==> src/rtl/eis_pkg.sv <==
package eis_pkg;

    localparam int REG_W  = 8;
    localparam int ADDR_W = 2;
    localparam int GIE_BIT = 7;

    localparam logic [ADDR_W-1:0] ADDR_CTRL = 2'd0;
    localparam logic [ADDR_W-1:0] ADDR_MASK = 2'd1;
    localparam logic [ADDR_W-1:0] ADDR_FLAG = 2'd2;
    localparam logic [ADDR_W-1:0] ADDR_STAT = 2'd3;

    typedef enum logic [1:0] {
        SENSE_LOW  = 2'b00,
        SENSE_ANY  = 2'b01,
        SENSE_FALL = 2'b10,
        SENSE_RISE = 2'b11
    } sense_e;

    typedef struct packed {
        logic cur;
        logic prev;
    } pin_view_t;

    function automatic logic edge_hit(sense_e mode, pin_view_t v);
        case (mode)
            SENSE_ANY:  return v.cur ^ v.prev;
            SENSE_FALL: return v.prev & ~v.cur;
            SENSE_RISE: return ~v.prev & v.cur;
            default:    return 1'b0;
        endcase
    endfunction

    function automatic logic level_hit(sense_e mode, pin_view_t v);
        return (mode == SENSE_LOW) && !v.cur;
    endfunction

endpackage

==> src/rtl/eis_sync.sv <==
module eis_sync
    import eis_pkg::*;
#(
    parameter int STAGES    = 2,
    parameter bit RESET_VAL = 1'b1
) (
    input  logic      clk,
    input  logic      rst,
    input  logic      pin_i,
    output pin_view_t view_o
);

    logic [STAGES-1:0] chain_q;
    logic              prev_q;

    always_ff @(posedge clk) begin
        if (rst) begin
            chain_q <= {STAGES{RESET_VAL}};
            prev_q  <= RESET_VAL;
        end else begin
            chain_q <= {chain_q[STAGES-2:0], pin_i};
            prev_q  <= chain_q[STAGES-1];
        end
    end

    assign view_o.cur  = chain_q[STAGES-1];
    assign view_o.prev = prev_q;

endmodule

==> src/rtl/eis_detect.sv <==
module eis_detect
    import eis_pkg::*;
(
    input  sense_e    mode_i,
    input  pin_view_t view_i,
    output logic      event_o,
    output logic      level_o
);

    assign event_o = edge_hit(mode_i, view_i);
    assign level_o = level_hit(mode_i, view_i);

endmodule

==> src/rtl/eis_regs.sv <==
module eis_regs
    import eis_pkg::*;
#(
    parameter int N_IN = 2
) (
    input  logic               clk,
    input  logic               rst,
    input  logic               wr_en_i,
    input  logic [ADDR_W-1:0]  wr_addr_i,
    input  logic [REG_W-1:0]   wr_data_i,
    input  logic [ADDR_W-1:0]  rd_addr_i,
    output logic [REG_W-1:0]   rd_data_o,
    input  logic [N_IN-1:0]    set_i,
    input  logic [N_IN-1:0]    ack_i,
    output logic [2*N_IN-1:0]  ctrl_o,
    output logic [N_IN-1:0]    mask_o,
    output logic [N_IN-1:0]    flag_o,
    output logic               gie_o
);

    localparam int CTRL_W = 2 * N_IN;

    logic [CTRL_W-1:0] ctrl_q;
    logic [N_IN-1:0]   mask_q;
    logic [N_IN-1:0]   flag_q;
    logic              gie_q;
    logic [N_IN-1:0]   clr_w;
    logic              unused_wdata;

    assign unused_wdata = ^wr_data_i;
    assign clr_w = (wr_en_i && wr_addr_i == ADDR_FLAG) ? wr_data_i[N_IN-1:0] : '0;

    always_ff @(posedge clk) begin
        if (rst) begin
            ctrl_q <= '0;
            mask_q <= '0;
            flag_q <= '0;
            gie_q  <= 1'b0;
        end else begin
            if (wr_en_i && wr_addr_i == ADDR_CTRL) ctrl_q <= wr_data_i[CTRL_W-1:0];
            if (wr_en_i && wr_addr_i == ADDR_MASK) mask_q <= wr_data_i[N_IN-1:0];
            if (wr_en_i && wr_addr_i == ADDR_STAT) gie_q  <= wr_data_i[GIE_BIT];
            flag_q <= set_i | (flag_q & ~(clr_w | ack_i));
        end
    end

    always_comb begin
        rd_data_o = '0;
        case (rd_addr_i)
            ADDR_CTRL: rd_data_o[CTRL_W-1:0] = ctrl_q;
            ADDR_MASK: rd_data_o[N_IN-1:0]   = mask_q;
            ADDR_FLAG: rd_data_o[N_IN-1:0]   = flag_q;
            ADDR_STAT: rd_data_o[GIE_BIT]    = gie_q;
            default:   rd_data_o = '0;
        endcase
    end

    assign ctrl_o = ctrl_q;
    assign mask_o = mask_q;
    assign flag_o = flag_q;
    assign gie_o  = gie_q;

    for (genvar i = 0; i < N_IN; i++) begin : g_flag_chk
        assert_set_wins_R9: assert property (@(posedge clk) disable iff (rst)
            set_i[i] |=> flag_q[i]);
        assert_ack_clears_R8: assert property (@(posedge clk) disable iff (rst)
            (ack_i[i] && !set_i[i]) |=> !flag_q[i]);
        assert_flag_holds_R9: assert property (@(posedge clk) disable iff (rst)
            (flag_q[i] && !clr_w[i] && !ack_i[i]) |=> flag_q[i]);
    end

endmodule

==> src/rtl/ext_irq_sense.sv <==
module ext_irq_sense
    import eis_pkg::*;
#(
    parameter int N_IN        = 2,
    parameter int SYNC_STAGES = 2
) (
    input  logic              clk,
    input  logic              rst,
    input  logic [N_IN-1:0]   pin_i,
    input  logic [N_IN-1:0]   pin_dir_i,
    input  logic              wr_en_i,
    input  logic [ADDR_W-1:0] wr_addr_i,
    input  logic [REG_W-1:0]  wr_data_i,
    input  logic [ADDR_W-1:0] rd_addr_i,
    output logic [REG_W-1:0]  rd_data_o,
    input  logic [N_IN-1:0]   ack_i,
    output logic [N_IN-1:0]   irq_req_o,
    output logic              irq_any_o
);

    pin_view_t           view [N_IN];
    logic [N_IN-1:0]     evt;
    logic [N_IN-1:0]     lvl;
    logic [N_IN-1:0]     mask;
    logic [N_IN-1:0]     flag;
    logic [2*N_IN-1:0]   ctrl;
    logic                gie;
    logic                unused_dir;

    assign unused_dir = ^pin_dir_i;

    eis_regs #(.N_IN(N_IN)) u_regs (
        .clk       (clk),
        .rst       (rst),
        .wr_en_i   (wr_en_i),
        .wr_addr_i (wr_addr_i),
        .wr_data_i (wr_data_i),
        .rd_addr_i (rd_addr_i),
        .rd_data_o (rd_data_o),
        .set_i     (evt),
        .ack_i     (ack_i),
        .ctrl_o    (ctrl),
        .mask_o    (mask),
        .flag_o    (flag),
        .gie_o     (gie)
    );

    for (genvar i = 0; i < N_IN; i++) begin : g_in
        eis_sync #(.STAGES(SYNC_STAGES), .RESET_VAL(1'b1)) u_sync (
            .clk    (clk),
            .rst    (rst),
            .pin_i  (pin_i[i]),
            .view_o (view[i])
        );

        eis_detect u_det (
            .mode_i  (sense_e'(ctrl[2*i +: 2])),
            .view_i  (view[i]),
            .event_o (evt[i]),
            .level_o (lvl[i])
        );

        assign irq_req_o[i] = gie & mask[i] & (flag[i] | lvl[i]);

        assert_mask_gate_R6: assert property (@(posedge clk) disable iff (rst)
            irq_req_o[i] |-> mask[i]);
        assert_gie_gate_R7: assert property (@(posedge clk) disable iff (rst)
            irq_req_o[i] |-> gie);
        assert_level_no_flag_R2: assert property (@(posedge clk) disable iff (rst)
            $rose(flag[i]) |-> ($past(ctrl[2*i +: 2]) != SENSE_LOW));
        assert_rise_origin_R5: assert property (@(posedge clk) disable iff (rst)
            ($rose(flag[i]) && $past(ctrl[2*i +: 2]) == SENSE_RISE)
                |-> $past(view[i].cur && !view[i].prev));
    end

    assign irq_any_o = |irq_req_o;

endmodule

==> config.mk <==
export PLATFORM = sky130hd
export DESIGN_NAME = ext_irq_sense
export DESIGN_NICKNAME = d
export VERILOG_FILES = /design/src/rtl/eis_pkg.sv /design/src/rtl/eis_sync.sv /design/src/rtl/eis_detect.sv /design/src/rtl/eis_regs.sv /design/src/rtl/ext_irq_sense.sv
export SDC_FILE = /design/constraint.sdc
export NUM_CORES = 1
export LEC_CHECK = 0
export BUFFER_PORTS_ARGS = -buffer_cell sky130_fd_sc_hd__clkbuf_2
export CAP_MARGIN = 20
export CORE_UTILIZATION = 37
export CTS_CLUSTER_SIZE = 24
export DETAILED_ROUTE_END_ITERATION = 12
export SETUP_SLACK_MARGIN = 0.3
export SYNTH_ARGS = -nofsm -noshare
export SYNTH_HDL_FRONTEND = slang
export SYNTH_HIERARCHICAL = 1
export SYNTH_SLANG_ARGS = --single-unit
==> constraint.sdc <==
create_clock -name clk -period 2.74 [get_ports clk]
set_clock_uncertainty 0.1 [all_clocks]
set_input_delay 0.137 -clock clk [delete_from_list [all_inputs] [get_ports clk]]
set_output_delay 0.137 -clock clk [all_outputs]
set_load 0.05 [all_outputs]
==> Yosys cells after proc, flatten, opt, wreduce, memory -nomap -nowiden <==
Cells that the tools add are included.
{ "classes": {"eq_ne": 12, "shifts": 0, "multipliers": 0, "reduce_logical": 13, "n_bitwise": 20, "n_div": 0, "magnitude_cmp": 0, "n_addsub": 0, "muxes": 6} }
{ "ops": {"columns": ["cell", "n"], "rows": [
  ["$eq 2x2->1 const B", 8],
  ["$and 1x1->1", 8],
  ["$eq 2x1->1 const B", 4],
  ["$logic_not 2->1", 4],
  ["$logic_and 1x1->1", 6],
  ["$pmux 1 s3", 2],
  ["$pmux 2 s3", 1],
  ["$mux 2", 2],
  ["$not 1->1", 4],
  ["$or 2x2->2", 2],
  ["$and 2x2->2", 1],
  ["$logic_not 1->1", 2],
  ["$not 2->2", 1],
  ["$or 1x1->1", 2],
  ["$reduce_or 2->1", 1],
  ["$xor 1x1->1", 2],
  ["$mux 1", 1]
]} }
{ "totals": {"n_memories": 0, "register_bits": 15, "latchBits": 0, "ram_bits": 0, "mem_bits_ro": 0} }

==> Logic depth before layout (Yosys ltp) <==
{ "logic_depth": {"depth_word": 7, "depth_mapped": 7, "mapped_depth_nobuf": 6} }

==> Cells and area by module <==
Netlist, hierarchy kept.
{ "by_module_without_submodules": {"columns": ["module", "cells_per_inst", "n_inst", "seq_area_each_um2", "area_each_um2"], "rows": [
  ["eis_regs", 55, 1, 180.2, 530.5],
  ["eis_sync", 8, 2, 60.1, 93.8],
  ["eis_detect", 8, 2, 0.0, 63.8],
  ["ext_irq_sense", 3, 1, 0.0, 26.3]
]} }

==> Worst setup path after synthesis <==
Ideal clock, no wire load.
{ "synth_path": {"kind": "register -> output", "from": "reg u_regs.ctrl_q[2] (netlist: u_regs/ctrl_o[2])", "to": "out rd_data_o[2]", "path_slack_ps": 951, "required_ps": 2503, "path_stages_with_launch": 2, "arrival_time_ps": 1552, "cell_sequence": "dfxtp_1 nor3b_1"} }
{ "synth_between": {"elab_chain_len": 1} }
{ "synth_lines": {"columns": ["item", "line", "source"], "rows": [
  ["start: declaration", "eis_regs.sv:23", "logic [CTRL_W-1:0] ctrl_q;"],
  ["start signal: assignment", "eis_regs.sv:40", "if (wr_en_i && wr_addr_i == ADDR_CTRL) ctrl_q <= wr_data_i[CTRL_W-1:0];"],
  ["$mux 2", "eis_regs.sv:49", "case (rd_addr_i)"],
  ["end: declaration", "ext_irq_sense.sv:15", "output logic [REG_W-1:0] rd_data_o,"]
]} }
Every way passes these cells.

==> Worst setup path after layout <==
{ "layout_path": {"from": "reg u_regs.ctrl_q[2] (netlist: u_regs/ctrl_o[2])", "to": "out irq_any_o"} }
{ "layout_between": {"elab_chain_len": 5} }
{ "layout_lines": {"columns": ["item", "line", "source"], "rows": [
  ["$logic_not 2->1", "eis_pkg.sv:34", "return (mode == SENSE_LOW) && !v.cur;"],
  ["$logic_and 1x1->1", "eis_pkg.sv:34", null],
  ["net lvl[1]", "ext_irq_sense.sv:23", "logic [N_IN-1:0] lvl;"],
  ["$or 1x1->1", "ext_irq_sense.sv:63", "assign irq_req_o[i] = gie & mask[i] & (flag[i] | lvl[i]);"],
  ["$and 1x1->1", "ext_irq_sense.sv:63", null],
  ["$reduce_or 2->1", "ext_irq_sense.sv:76", "assign irq_any_o = |irq_req_o;"],
  ["end: declaration", "ext_irq_sense.sv:18", "output logic irq_any_o"]
]} }
The timed path passes the listed nets, and every way through them passes these cells.

==> flow_metrics.tcl <==
set metrics [dict create \
    crit_start "u_regs/ctrl_o[2]" \
    hold_ws_ns 0.01390 \
    syn_to_final_growth_pct 18.51 \
    pre_cts_slack_ns 1.289 \
    synth-xor-area-share_pct 0 \
    rsz0062_at_grt "false" \
    peakVddDrop_uv 238.0 \
    viasPerCell 4.528 \
    power.leakage_nw 0.4968 \
    finalHoldViolCount 0 \
    status "completed" \
    fp.dieH_um 50.55 \
    cts_tree "done" \
    required_ns 2.50 \
    fp-row-count 17 \
    fin_crit_sh_pct 62.80 \
    synth_top_family_by_area "simple AND/OR/NAND/NOR gates" \
    diodes 0 \
    utilization_pct 46.72 \
    first_global_vias 634 \
    die_area_um2 2555 \
    fp.dieW_um 50.55 \
    grt_max_degree 21 \
    fin_ws_ns 1.019 \
    ctsResizeCount 0 \
    final_cell_mix "23 x clkbuf_2, 16 x nand2b_1, 15 x dfxtp_1" \
    gp_congestion 0.6945 \
    reg2reg_depth 6 \
    routed_wl_um 1499 \
    critPathCapture "irq_any_o" \
    rr_endpoint "u_regs/flag_o[0]" \
    arrival_ns 1.48 \
    crit_type "reg2out" \
    vias 643 \
    crit_fanout 5 \
    report.power.total_w 0.0004184 \
    root_buffer "clkbuf_4" \
    drc 0 \
    drive_above_1_share_pct 26.32 \
    reg2reg_slack_ns 1.28 \
    maxCapViolations 0 \
    start_util_pct 39.42 \
    netlist_area_um2 872.1 \
    portBuffers 23 \
    yosys.area_share.simple_pct 27.69 \
    fin_crit_ns 1.721 \
    r2r-start "g_in[0].u_sync/prev_q" \
    path_clk_slew_ns 0.08 \
    yosysUniqueCellTypes 24 \
    cts_buffers 3 \
    core_um2 2212 \
    cp_slowest_cell "dfxtp_1" \
    htree_levels 1 \
    ys_ff_latch 15 \
    post_drt_wl_per_cell_um 10.56 \
    cts_sinks 15 \
    ys_seq_area_share_pct 34.43 \
    end_kind "primary output" \
    nFillCells 238 \
    crit_chain "nor3_1 > o211a_1 > or2_1 > clkbuf_2" \
    syn_inst 90 \
    grtUsageTotal_pct 13.78 \
    overflow 0 \
    fin_nets 140 \
    start_kind "flop" \
    yosysWarnings 6 \
    hold_class "in2reg" \
    io_pins 32 \
    min_path_cells 3 \
    muxShareOfSynthArea_pct 14.92 \
    final_common_cell "clkbuf_2" \
    first_iter_violations 5 \
    drv_slew 0 \
    synthAdderAreaFrac_pct 5.739 \
    clk_latency_ns 0.27 \
    crit_path_max_incr_delay_ns 0.44 \
    timing.setup.tns_ns 0 \
    syn-mean-instance-area_um2 9.690 \
    grt_pass1_wl_um 2642 \
    drtAntennaViolNets 0 \
    p_per_area_nw_per_um2 404.8 \
    first_pass_iters 4 \
    cts.path.max_buffers 2 \
    finalSetupViolCount 0 \
    antenna_found_initial 0 \
    synth_compound_area_share_pct 7.030 \
    clock.fmax_ghz 0.5812 \
]
==> flip-flops by register name, summed over array words and instances, names as in the netlist <==
signal,flops
g_in.u_sync/chain_q,4
u_regs/ctrl_o,4
u_regs/flag_o,2
g_in.u_sync/prev_q,2
u_regs/mask_o,2
u_regs/gie_o,1
==> final cells by class <==
type                            instances  area [um2]  share of cell area [%]
Clock buffer                            4       26.28                   2.542
Inverter                                6       22.52                   2.179
Timing Repair Buffer                   27       155.1                   15.01
Multi-Input combinational cell         62       494.2                   47.82
Sequential cell                        15       300.3                   29.06
Tap cell                               28       35.03                   3.390
==> logic make-up (layout without fill, tap and decap cells) <==
family          Yosys count  after routing
other cells               1              3
compound gates            6              6
buf+inv                  15             37
flops                    15             15
mux                      13             13
fa+ha+maj                 4              4
simple gates             36             36
==> power by group <==
| group | leakage [nW] | switching (W) | internal (W) |
|---|---|---|---|
| Combinational | 0.359 | 0.0000352 | 0.0000294 |
| Clock | 0.0150 | 0.0000655 | 0.0000563 |
| Sequential | 0.123 | 0.00000658 | 0.000225 |
| Total | 0.497 | 0.000107 | 0.000311 |
==> how the worst min path moves through the flow <==
stage | from | end | slack (ns)
finish | wr_data_i[2] | u_regs/ctrl_o[2] | 0.01
global route | wr_data_i[2] | u_regs/ctrl_o[2] | 0.01
CTS | wr_data_i[3] | u_regs/ctrl_o[3] | 0.005
detailed placement | pin_i[1] | g_in[1].u_sync/chain_q[0] | 0.22
global placement | pin_i[0] | g_in[0].u_sync/chain_q[0] | 0.22
floorplan | rst | g_in[0].u_sync/chain_q[0] | 0.13
==> metrics by stage <==
| step | area (um2) | instances |
|---|---|---|
| after floorplan | 879.6 | 92 |
| after global placement | 967.2 | 134 |
| after detailed placement | 967.2 | 134 |
| after CTS | 1023 | 141 |
| after global routing | 1033 | 142 |
| final | 1033 | 142 |
==> worst max-delay path, delay by kind of cell, from the launching register on <==
family          cells  cell delay (ns)
flops               1             0.44
compound gates      1             0.24
simple gates        2             0.30
buf+inv             1             0.23
==> per-layer routing <==
| layer | track usage [%] | wire [um] | vias to the layer above | part of all wire [%] |
|---|---|---|---|---|
| li1 | - | - | 339 | - |
| met1 | 16.39 | 718 | 283 | 48 |
| met2 | 24.00 | 710 | 19 | 47 |
| met3 | 1.818 | 58 | 2 | 3.9 |
| met4 | 6.944 | 12 | 0 | 0.80 |
| met5 | 0 | 0 | - | 0 |
==> synthesized netlist by cell type, drive strengths merged <==
cell type | instances | area (um2)
nor2b | 2 | 12.51
a221oi | 2 | 30.03
nand3 | 1 | 5.000
nand2 | 1 | 3.750
o211a | 2 | 20.02
o22ai | 1 | 6.260
o21ai | 1 | 5.000
nor3 | 2 | 10.01
nand2b | 16 | 100.1
dfxtp | 15 | 300.3
or2 | 7 | 43.79
clkbuf | 1 | 5.000
buf | 8 | 57.55
mux2i | 13 | 130.1
ha | 4 | 50.05
inv | 6 | 22.52
and3 | 1 | 6.260
conb | 1 | 3.750
nor3b | 3 | 33.78
nand3b | 1 | 7.510
and3b | 2 | 18.77
==> what timing repair did <==
item / in CTS / in global routing
buffers inserted: 0 / 0
hold endpoints to repair: 3 / 1
hold buffers: 3 / 1
Note: power is estimated with default switching activity, not from simulation.
